`src/rtl/csw_pkg.sv`:
```
package csw_pkg;
  typedef enum logic {ST_RUN = 1'b0, ST_STOP = 1'b1} csw_state_e;

  typedef struct packed {
    logic       stop_en;
    logic [2:0] thr;
    logic       bus_dis;
  } csw_ctrl_t;
endpackage

```
`src/rtl/csw_ctrl_reg.sv`:
```
module csw_ctrl_reg
  import csw_pkg::*;
#(
  parameter int unsigned ADDR_W  = 8,
  parameter logic [7:0]  REG_OFS = 8'h08
) (
  input  logic              clk,
  input  logic              rst_n,
  input  logic              wr_en,
  input  logic [ADDR_W-1:0] addr,
  input  logic [7:0]        wdata,
  output logic [7:0]        rdata,
  output csw_ctrl_t         ctrl
);
  localparam logic [ADDR_W-1:0] SEL = ADDR_W'(REG_OFS);

  csw_ctrl_t ctrl_q, ctrl_d;
  logic      hit;

  assign hit = (addr == SEL);

  always_comb begin
    ctrl_d = ctrl_q;
    if (wr_en && hit) begin
      ctrl_d.stop_en = wdata[7];
      ctrl_d.thr     = wdata[6:4];
      // sticky: a write can only set the bus-clock disable
      ctrl_d.bus_dis = ctrl_q.bus_dis | wdata[3];
    end
  end

  always_ff @(posedge clk or negedge rst_n) begin
    if (!rst_n) ctrl_q <= '0;
    else        ctrl_q <= ctrl_d;
  end

  assign rdata = hit ? {ctrl_q.stop_en, ctrl_q.thr, ctrl_q.bus_dis, 3'b000} : 8'h00;
  assign ctrl  = ctrl_q;

  p_bus_sticky_r8: assert property (@(posedge clk) disable iff (!rst_n)
    ctrl_q.bus_dis |=> ctrl_q.bus_dis);

  p_rsvd_zero_r9: assert property (@(posedge clk) disable iff (!rst_n)
    rdata[2:0] == 3'b000);

  p_miss_nochg_r2: assert property (@(posedge clk) disable iff (!rst_n)
    (wr_en && !hit) |=> $stable(ctrl_q));
endmodule

```
`src/rtl/csw_wake_qual.sv`:
```
module csw_wake_qual #(
  parameter int unsigned LVL_W = 3
) (
  input  logic [LVL_W-1:0] irq_level,
  input  logic [LVL_W-1:0] thr,
  output logic             wake_ok
);
  localparam logic [LVL_W-1:0] NEVER = {LVL_W{1'b1}};
  localparam logic [LVL_W-1:0] NONE  = '0;

  always_comb begin
    wake_ok = 1'b0;
    if (thr != NEVER && irq_level != NONE)
      wake_ok = (irq_level > thr);
  end
endmodule

```
`src/rtl/csw_stop_fsm.sv`:
```
module csw_stop_fsm
  import csw_pkg::*;
#(
  parameter int unsigned LVL_W = 3
) (
  input  logic             clk,
  input  logic             rst_n,
  input  logic             stop_req,
  input  logic             stop_en,
  input  logic             wake_ok,
  input  logic [LVL_W-1:0] thr,
  input  logic [LVL_W-1:0] irq_level,
  output logic             core_clk_en,
  output logic             wake_pulse
);
  localparam logic [LVL_W-1:0] NEVER = {LVL_W{1'b1}};

  csw_state_e st_q, st_d;
  logic       en_q, wk_q;
  logic       en_d, wk_d;

  always_comb begin
    st_d = st_q;
    unique case (st_q)
      ST_RUN:  if (stop_req && stop_en) st_d = ST_STOP;
      ST_STOP: if (wake_ok)             st_d = ST_RUN;
      default: st_d = ST_RUN;
    endcase
    en_d = (st_d == ST_RUN);
    wk_d = (st_q == ST_STOP) && (st_d == ST_RUN);
  end

  always_ff @(posedge clk or negedge rst_n) begin
    if (!rst_n) begin
      st_q <= ST_RUN;
      en_q <= 1'b1;
      wk_q <= 1'b0;
    end else begin
      st_q <= st_d;
      en_q <= en_d;
      wk_q <= wk_d;
    end
  end

  assign core_clk_en = en_q;
  assign wake_pulse  = wk_q;

  p_unarmed_stay_r3: assert property (@(posedge clk) disable iff (!rst_n)
    (core_clk_en && !stop_en) |=> core_clk_en);

  p_armed_stop_r3: assert property (@(posedge clk) disable iff (!rst_n)
    (core_clk_en && stop_en && stop_req) |=> !core_clk_en);

  p_never_wake_r5: assert property (@(posedge clk) disable iff (!rst_n)
    (!core_clk_en && thr == NEVER) |=> !core_clk_en);

  p_lvl0_nowake_r6: assert property (@(posedge clk) disable iff (!rst_n)
    (!core_clk_en && irq_level == '0) |=> !core_clk_en);

  p_wake_edge_r7: assert property (@(posedge clk) disable iff (!rst_n)
    wake_pulse |-> (core_clk_en && !$past(core_clk_en)));

  p_wake_once_r7: assert property (@(posedge clk) disable iff (!rst_n)
    wake_pulse |=> !wake_pulse);
endmodule

```
`src/rtl/core_stop_wake.sv`:
```
module core_stop_wake
  import csw_pkg::*;
#(
  parameter int unsigned ADDR_W  = 8,
  parameter logic [7:0]  REG_OFS = 8'h08,
  parameter int unsigned LVL_W   = 3
) (
  input  logic              clk,
  input  logic              rst_n,
  input  logic              reg_wr,
  input  logic [ADDR_W-1:0] reg_addr,
  input  logic [7:0]        reg_wdata,
  output logic [7:0]        reg_rdata,
  input  logic              stop_req,
  input  logic [LVL_W-1:0]  irq_level,
  output logic              core_clk_en,
  output logic              bus_clk_oe,
  output logic              wake_pulse
);
  csw_ctrl_t        ctrl;
  logic             wake_ok;
  logic [LVL_W-1:0] thr;

  assign thr = LVL_W'(ctrl.thr);

  csw_ctrl_reg #(.ADDR_W(ADDR_W), .REG_OFS(REG_OFS)) u_reg (
    .clk   (clk),
    .rst_n (rst_n),
    .wr_en (reg_wr),
    .addr  (reg_addr),
    .wdata (reg_wdata),
    .rdata (reg_rdata),
    .ctrl  (ctrl)
  );

  csw_wake_qual #(.LVL_W(LVL_W)) u_qual (
    .irq_level (irq_level),
    .thr       (thr),
    .wake_ok   (wake_ok)
  );

  csw_stop_fsm #(.LVL_W(LVL_W)) u_fsm (
    .clk         (clk),
    .rst_n       (rst_n),
    .stop_req    (stop_req),
    .stop_en     (ctrl.stop_en),
    .wake_ok     (wake_ok),
    .thr         (thr),
    .irq_level   (irq_level),
    .core_clk_en (core_clk_en),
    .wake_pulse  (wake_pulse)
  );

  assign bus_clk_oe = ~ctrl.bus_dis;
endmodule

```
`config.mk`:
```
export PLATFORM = sky130hd
export DESIGN_NAME = core_stop_wake
export DESIGN_NICKNAME = d
export VERILOG_FILES = /design/src/rtl/csw_pkg.sv /design/src/rtl/csw_ctrl_reg.sv /design/src/rtl/csw_wake_qual.sv /design/src/rtl/csw_stop_fsm.sv /design/src/rtl/core_stop_wake.sv
export SDC_FILE = /design/constraint.sdc
export NUM_CORES = 1
export LEC_CHECK = 0
export BUFFER_PORTS_ARGS = -buffer_cell sky130_fd_sc_hd__buf_4
export CAP_MARGIN = 10
export CORE_AREA = 2 2 39 41
export DETAILED_ROUTE_END_ITERATION = 16
export DIE_AREA = 0 0 41 43
export GPL_TIMING_DRIVEN = 0
export PLACE_DENSITY = 0.73
export REMOVE_ABC_BUFFERS = 1
export SLEW_MARGIN = 20
export SYNTH_ARGS = -nofsm -noshare
export SYNTH_HDL_FRONTEND = slang
export SYNTH_SLANG_ARGS = --single-unit
```
`constraint.sdc`:
```
create_clock -name clk -period 3.47 [get_ports clk]
set_input_delay 0.1735 -clock clk [delete_from_list [all_inputs] [get_ports clk]]
set_output_delay 0.1735 -clock clk [all_outputs]
set_load 0.02 [all_outputs]
```
# Yosys cells after proc, flatten, opt, wreduce, memory -nomap -nowiden
# Index checks and enable logic that the tools add are counted.
# classes
n_lt_le_gt_ge	1
eq_ne	2
muxes	5
bitwise	4
reduce_logical	5
# ops
operator	n
== test 8 x 4 -> 1 bit (second input constant)	1
two-way mux 8 bit	1
logical AND 1 bit	4
greater-than comparator 3 bit	1
two-way mux 1 bit	3
!= test 3 bit (second input constant)	1
inverter 1 bit	3
nonzero test 3 bit	1
one-hot mux 1 bit (2 select lines)	1
OR 1 bit	1
# totals
reg_bits	8
out_inout_bits	11
word_cells	23

# Longest topological paths before layout
# logic_depth
word_depth	7
depth_mapped	5
mapped_depth_nobuf	5

# Hierarchy
# Synthesis repeated with hierarchy kept, for this count alone.
# hier_totals
cells_unflattened	45
hier_area_um2	494.2
# by_module_without_submodules
mod	instances	cells_each	area_each_um2
csw_ctrl_reg	1	24	287.8
csw_stop_fsm	1	7	112.6
csw_wake_qual	1	13	90.1
core_stop_wake	1	1	3.8

# Worst setup path before layout
# Ideal clock, no wire load.
# synth_timing
path_type	reg-to-reg
from	register u_reg.ctrl_q, in the netlist u_reg.ctrl[3]
to	register u_fsm.st_q
t_arrival_ns	1.064
t_required_ns	3.340
path_slack_ns	2.275
stages_incl_launch_ff	6
cell_sequence	dfrtp_1 > inv_1 > ha_1 > nand3b_1 > a21boi_0 > a21oi_1
# synth_between
elab_chain_len	5
elab_cells_between_ends	6
cone_classes	order compare (1); eq/ne (1); mux (3); reduce/logical (1)
# synth_lines
element	line_no	source
from (decl)	csw_ctrl_reg.sv:17	csw_ctrl_t ctrl_q, ctrl_d;
from (signal assigned)	csw_ctrl_reg.sv:34	else ctrl_q <= ctrl_d;
parallel branches: the longest is 2 deep, another holds greater-than comparator 3 bit	--	
two-way mux 1 bit (*)	csw_wake_qual.sv:13	if (thr != NEVER && irq_level != NONE)
two-way mux 1 bit (*)	csw_stop_fsm.sv:26	ST_STOP: if (wake_ok) st_d = ST_RUN;
one-hot mux 1 bit (2 select lines) (*)	csw_stop_fsm.sv:24	unique case (st_q)
net u_fsm.st_d	csw_stop_fsm.sv:18	csw_state_e st_q, st_d;
to (signal assigned)	csw_stop_fsm.sv:39	st_q <= st_d;
to (decl)	csw_stop_fsm.sv:18	
# Mark *: on every way through the listed nets, which the timed path passes.
# A chain may end at the register's enable or synchronous reset.

# Final worst setup path
# layout_timing
from	register u_reg.ctrl_q, in the netlist u_reg.ctrl[3]
to	register u_fsm.wk_q (netlist: u_fsm.wake_pulse)
# layout_between
elab_chain_len	7
elab_cells_between_ends	8
cone_classes	order compare (1); eq/ne (1); mux (3); bitwise (1); reduce/logical (2)
# layout_lines
element	line_no	source
parallel branches: the longest is 2 deep, another holds greater-than comparator 3 bit	--	
two-way mux 1 bit (*)	csw_wake_qual.sv:13	
two-way mux 1 bit (*)	csw_stop_fsm.sv:26	
one-hot mux 1 bit (2 select lines) (*)	csw_stop_fsm.sv:24	
inverter 1 bit (*)	csw_stop_fsm.sv:30	wk_d = (st_q == ST_STOP) && (st_d == ST_RUN);
logical AND 1 bit (*)	csw_stop_fsm.sv:30	
net u_fsm.wk_d	csw_stop_fsm.sv:20	logic en_d, wk_d;
to (signal assigned)	csw_stop_fsm.sv:41	wk_q <= wk_d;
to (decl)	csw_stop_fsm.sv:19	logic en_q, wk_q;
# Marks and branches as above.

==> summary.txt <==
Worst setup path
  – Reg2Reg Depth: 5
  – Worst Setup SP: u_reg.ctrl[3]
  – Critical path arrival: 1.49 ns
  – Startpoint types: flop
  – Critical path type: flop to flop
  – Crit end category: flop
  – Req. time, crit path: 3.65 ns
  – RR Endpoint: u_fsm.wake_pulse
  – R2r startpoint: u_reg.ctrl[3]
  – Crit Path Max Fanout: 4
  – R2r setup slk: 2.16 ns
  – CP endpoint: u_fsm.wake_pulse

Floorplanning
  – CORE AREA: 0.00138 mm²
  – Number of I/O pins: 34
  – Die area: 0.00176 mm²
  – Effective utilization at floorplan: 34.7%
  – Row cnt: 14
  – Die height: 43 µm
  – Die width: 41 µm

Finish
  – Area growth syn-to-layout: 50.8%
  – Finished layout cell area: 724 µm²
  – Finished Layout Cells: 92
  – Final Util: 52.4%
  – Share of layout cells above drive strength 1: 50.0%
  – Final #Nets: 103
  – Ant. Diodes: 0

Synth
  – Syn_area_per_cell: 10.7 µm²
  – Top-count cell post-synth: dfrtp_1
  – Post-synthesis sequential area ratio: 41.9%
  – Post-Syn Instances: 45
  – Netlist cell types: 20
  – Top cell type's share of synthesized area: 36.5%
  – Cell taking the most area after synthesis: dfrtp_1
  – Synthesized cell area: 480 µm²
  – Async SR Flop Fraction: 100%
  – Ys flop type: dfrtp_1
  – Post-synth EDFFs: 0
  – Seq cells post-synth: 8
  – Largest cells by area after synthesis: dfrtp_1 36%, mux2_2 9.4%, and2_1 7.8%
  – Top post-synthesis cells by count: 7 x dfrtp_1, 6 x and2_1, 5 x inv_1
  – Synthesis warning total: 0

Timing
  – Final setup vio count: 0
  – Period utilization: 37.8%
  – Final TNS setup: 0 ns
  – Final setup skew: 0.00250 ns
  – Max-slew violations: 0
  – Hold Fails Final Rpt: 0
  – Setup slack after layout: 2.16 ns
  – Tmin final: 1.31 ns
  – RSZ-0062 raised after global routing: false
  – Max Fclk: 762 MHz

Placement
  – Setup Slack @ Placement: 2.16 ns
  – Dpl cells: 87
  – Routability congestion estimate: 0.686
  – Dpl cell area: 688 µm²
  – Port-buffer cells: 27

Clocking
  – # Post-CTS Setup Buffers: 0
  – Root Driver: clkbuf_4
  – Deepest clock path buffer count: 2
  – TritonCTS Buffers: 3
  – TritonCTS clock tree: yes
  – CTS hold repair buffers: 1
  – Clk slew on worst S/H paths: 0.05 ns
  – H-tree Lvls: 1
  – Clk Latency, worst-skew pair: 0.24 ns
  – Sink Count: 8
  – Post-CTS resize count: 0

Job
  – MaxCap Viol Count: 0

Route
  – Via count: 404
  – Post-Route WL: 897 µm
  – Drt drc: 0
  – WL/cell: 9.75 µm
  – DR iter-0 viols: 5
  – Drt first pass iters: 2
  – Final ANT Viol Nets: 0
  – Vias per inst: 4.39

Global route
  – Vias in the first global route: 395
  – Global-route wire length before repair: 1.49 mm
  – GR Overflow Total: 0
  – Initial antenna violation count: 0
  – Maximum number of pins on one net before global-route repair: 9
  – Overall routing resource usage: 12.2%

Worst hold path
  – Worst min path class: input port to flop

Pwr
  – Power per cell area: 345 mW/mm²
  – VDD IR max: 0.228 mV
  – Leak: 0.392 nW

Outcome
  – Status: finished clean
-- report_power, final --
group	total [mW]	leakage, nW	switching [mW]	internal, mW
Sequential	0.113	0.101	0.00533	0.107
Clock	0.0731	0.0150	0.0292	0.0438
Combinational	0.0644	0.276	0.0301	0.0344
Total	0.250	0.392	0.0646	0.185
-- final cells by class --
type                            instances  area [µm²]
Clock buffer                            4        26.3
Fill cell                             134         659
Inverter                                5        18.8
Multi-Input combinational cell         31         245
Sequential cell                         8         201
Tap cell                               16        20.0
Timing Repair Buffer                   28         213
-- state kept, by name (all words and copies together), names as in the netlist --
name	cells
u_fsm.st_q	1
u_fsm.wake_pulse	1
u_fsm.core_clk_en	1
u_reg.ctrl	5
-- critical path: stages (launching register included) --
cell	delay, ns
dfrtp_1	0.37
inv_1	0.05
ha_1	0.30
nand3b_1	0.08
a21boi_0	0.27
and2_1	0.18
-- metal layers --
layer	track usage, %	up-vias	wire length, µm
met3	3.14	0	49
met1	15.5	181	383
met4	4.00	0	0
met5	0	-	0
met2	19.4	12	464
li1	-	211	-
-- how the worst min path moves through the flow --
stage / from / to / depth (start not counted)
floorplan: rst_n / u_fsm.st_q / 0
global placement: rst_n / u_reg.ctrl[0] / 1
detailed placement: rst_n / u_reg.ctrl[4] / 1
CTS: reg_wdata[4] / u_reg.ctrl[1] / 2
global route: reg_wdata[4] / u_reg.ctrl[1] / 2
finish: reg_wdata[4] / u_reg.ctrl[1] / 2
-- stage by stage --
step	hold WS [ns]	power [mW]
2_1_floorplan	-0.122	0.145
3_3_place_gp	-0.00577	0.177
3_5_place_dp	-0.00651	0.179
4_1_cts	0.147	0.256
5_1_grt	0.149	0.268
6_report	0.157	0.250
-- logic make-up after synthesis --
family	share of synthesized area, %
and+or+nand+nor	22.1
muxes	9.37
buffers and inverters	8.59
DFF	41.9
adders and majority gates	7.81
other	0.781
AOI/OAI and AO/OA	9.37
-- cell usage in the layout (no fill, tap or decap) --
| cell | n |
|---|---|
| buf_4 | 27 |
| dfrtp_1 | 7 |
| and2_1 | 6 |
| inv_1 | 5 |
| mux2_2 | 4 |
| a21oi_1 | 3 |
| ha_1 | 3 |
| conb_1 | 3 |
| clkbuf_4 | 3 |
| nand3_1 | 2 |
| nor2b_1 | 1 |
| nor2_1 | 1 |
| nor4_4 | 1 |
| and3_2 | 1 |
| o311a_1 | 1 |
| nand3b_1 | 1 |
| a21boi_0 | 1 |
| a21o_1 | 1 |
| nand4_2 | 1 |
| o21ai_0 | 1 |
| clkbuf_1 | 1 |
| dlygate4sd3_1 | 1 |
| dfstp_2 | 1 |
No activity file was read; power rests on OpenSTA's default activity.
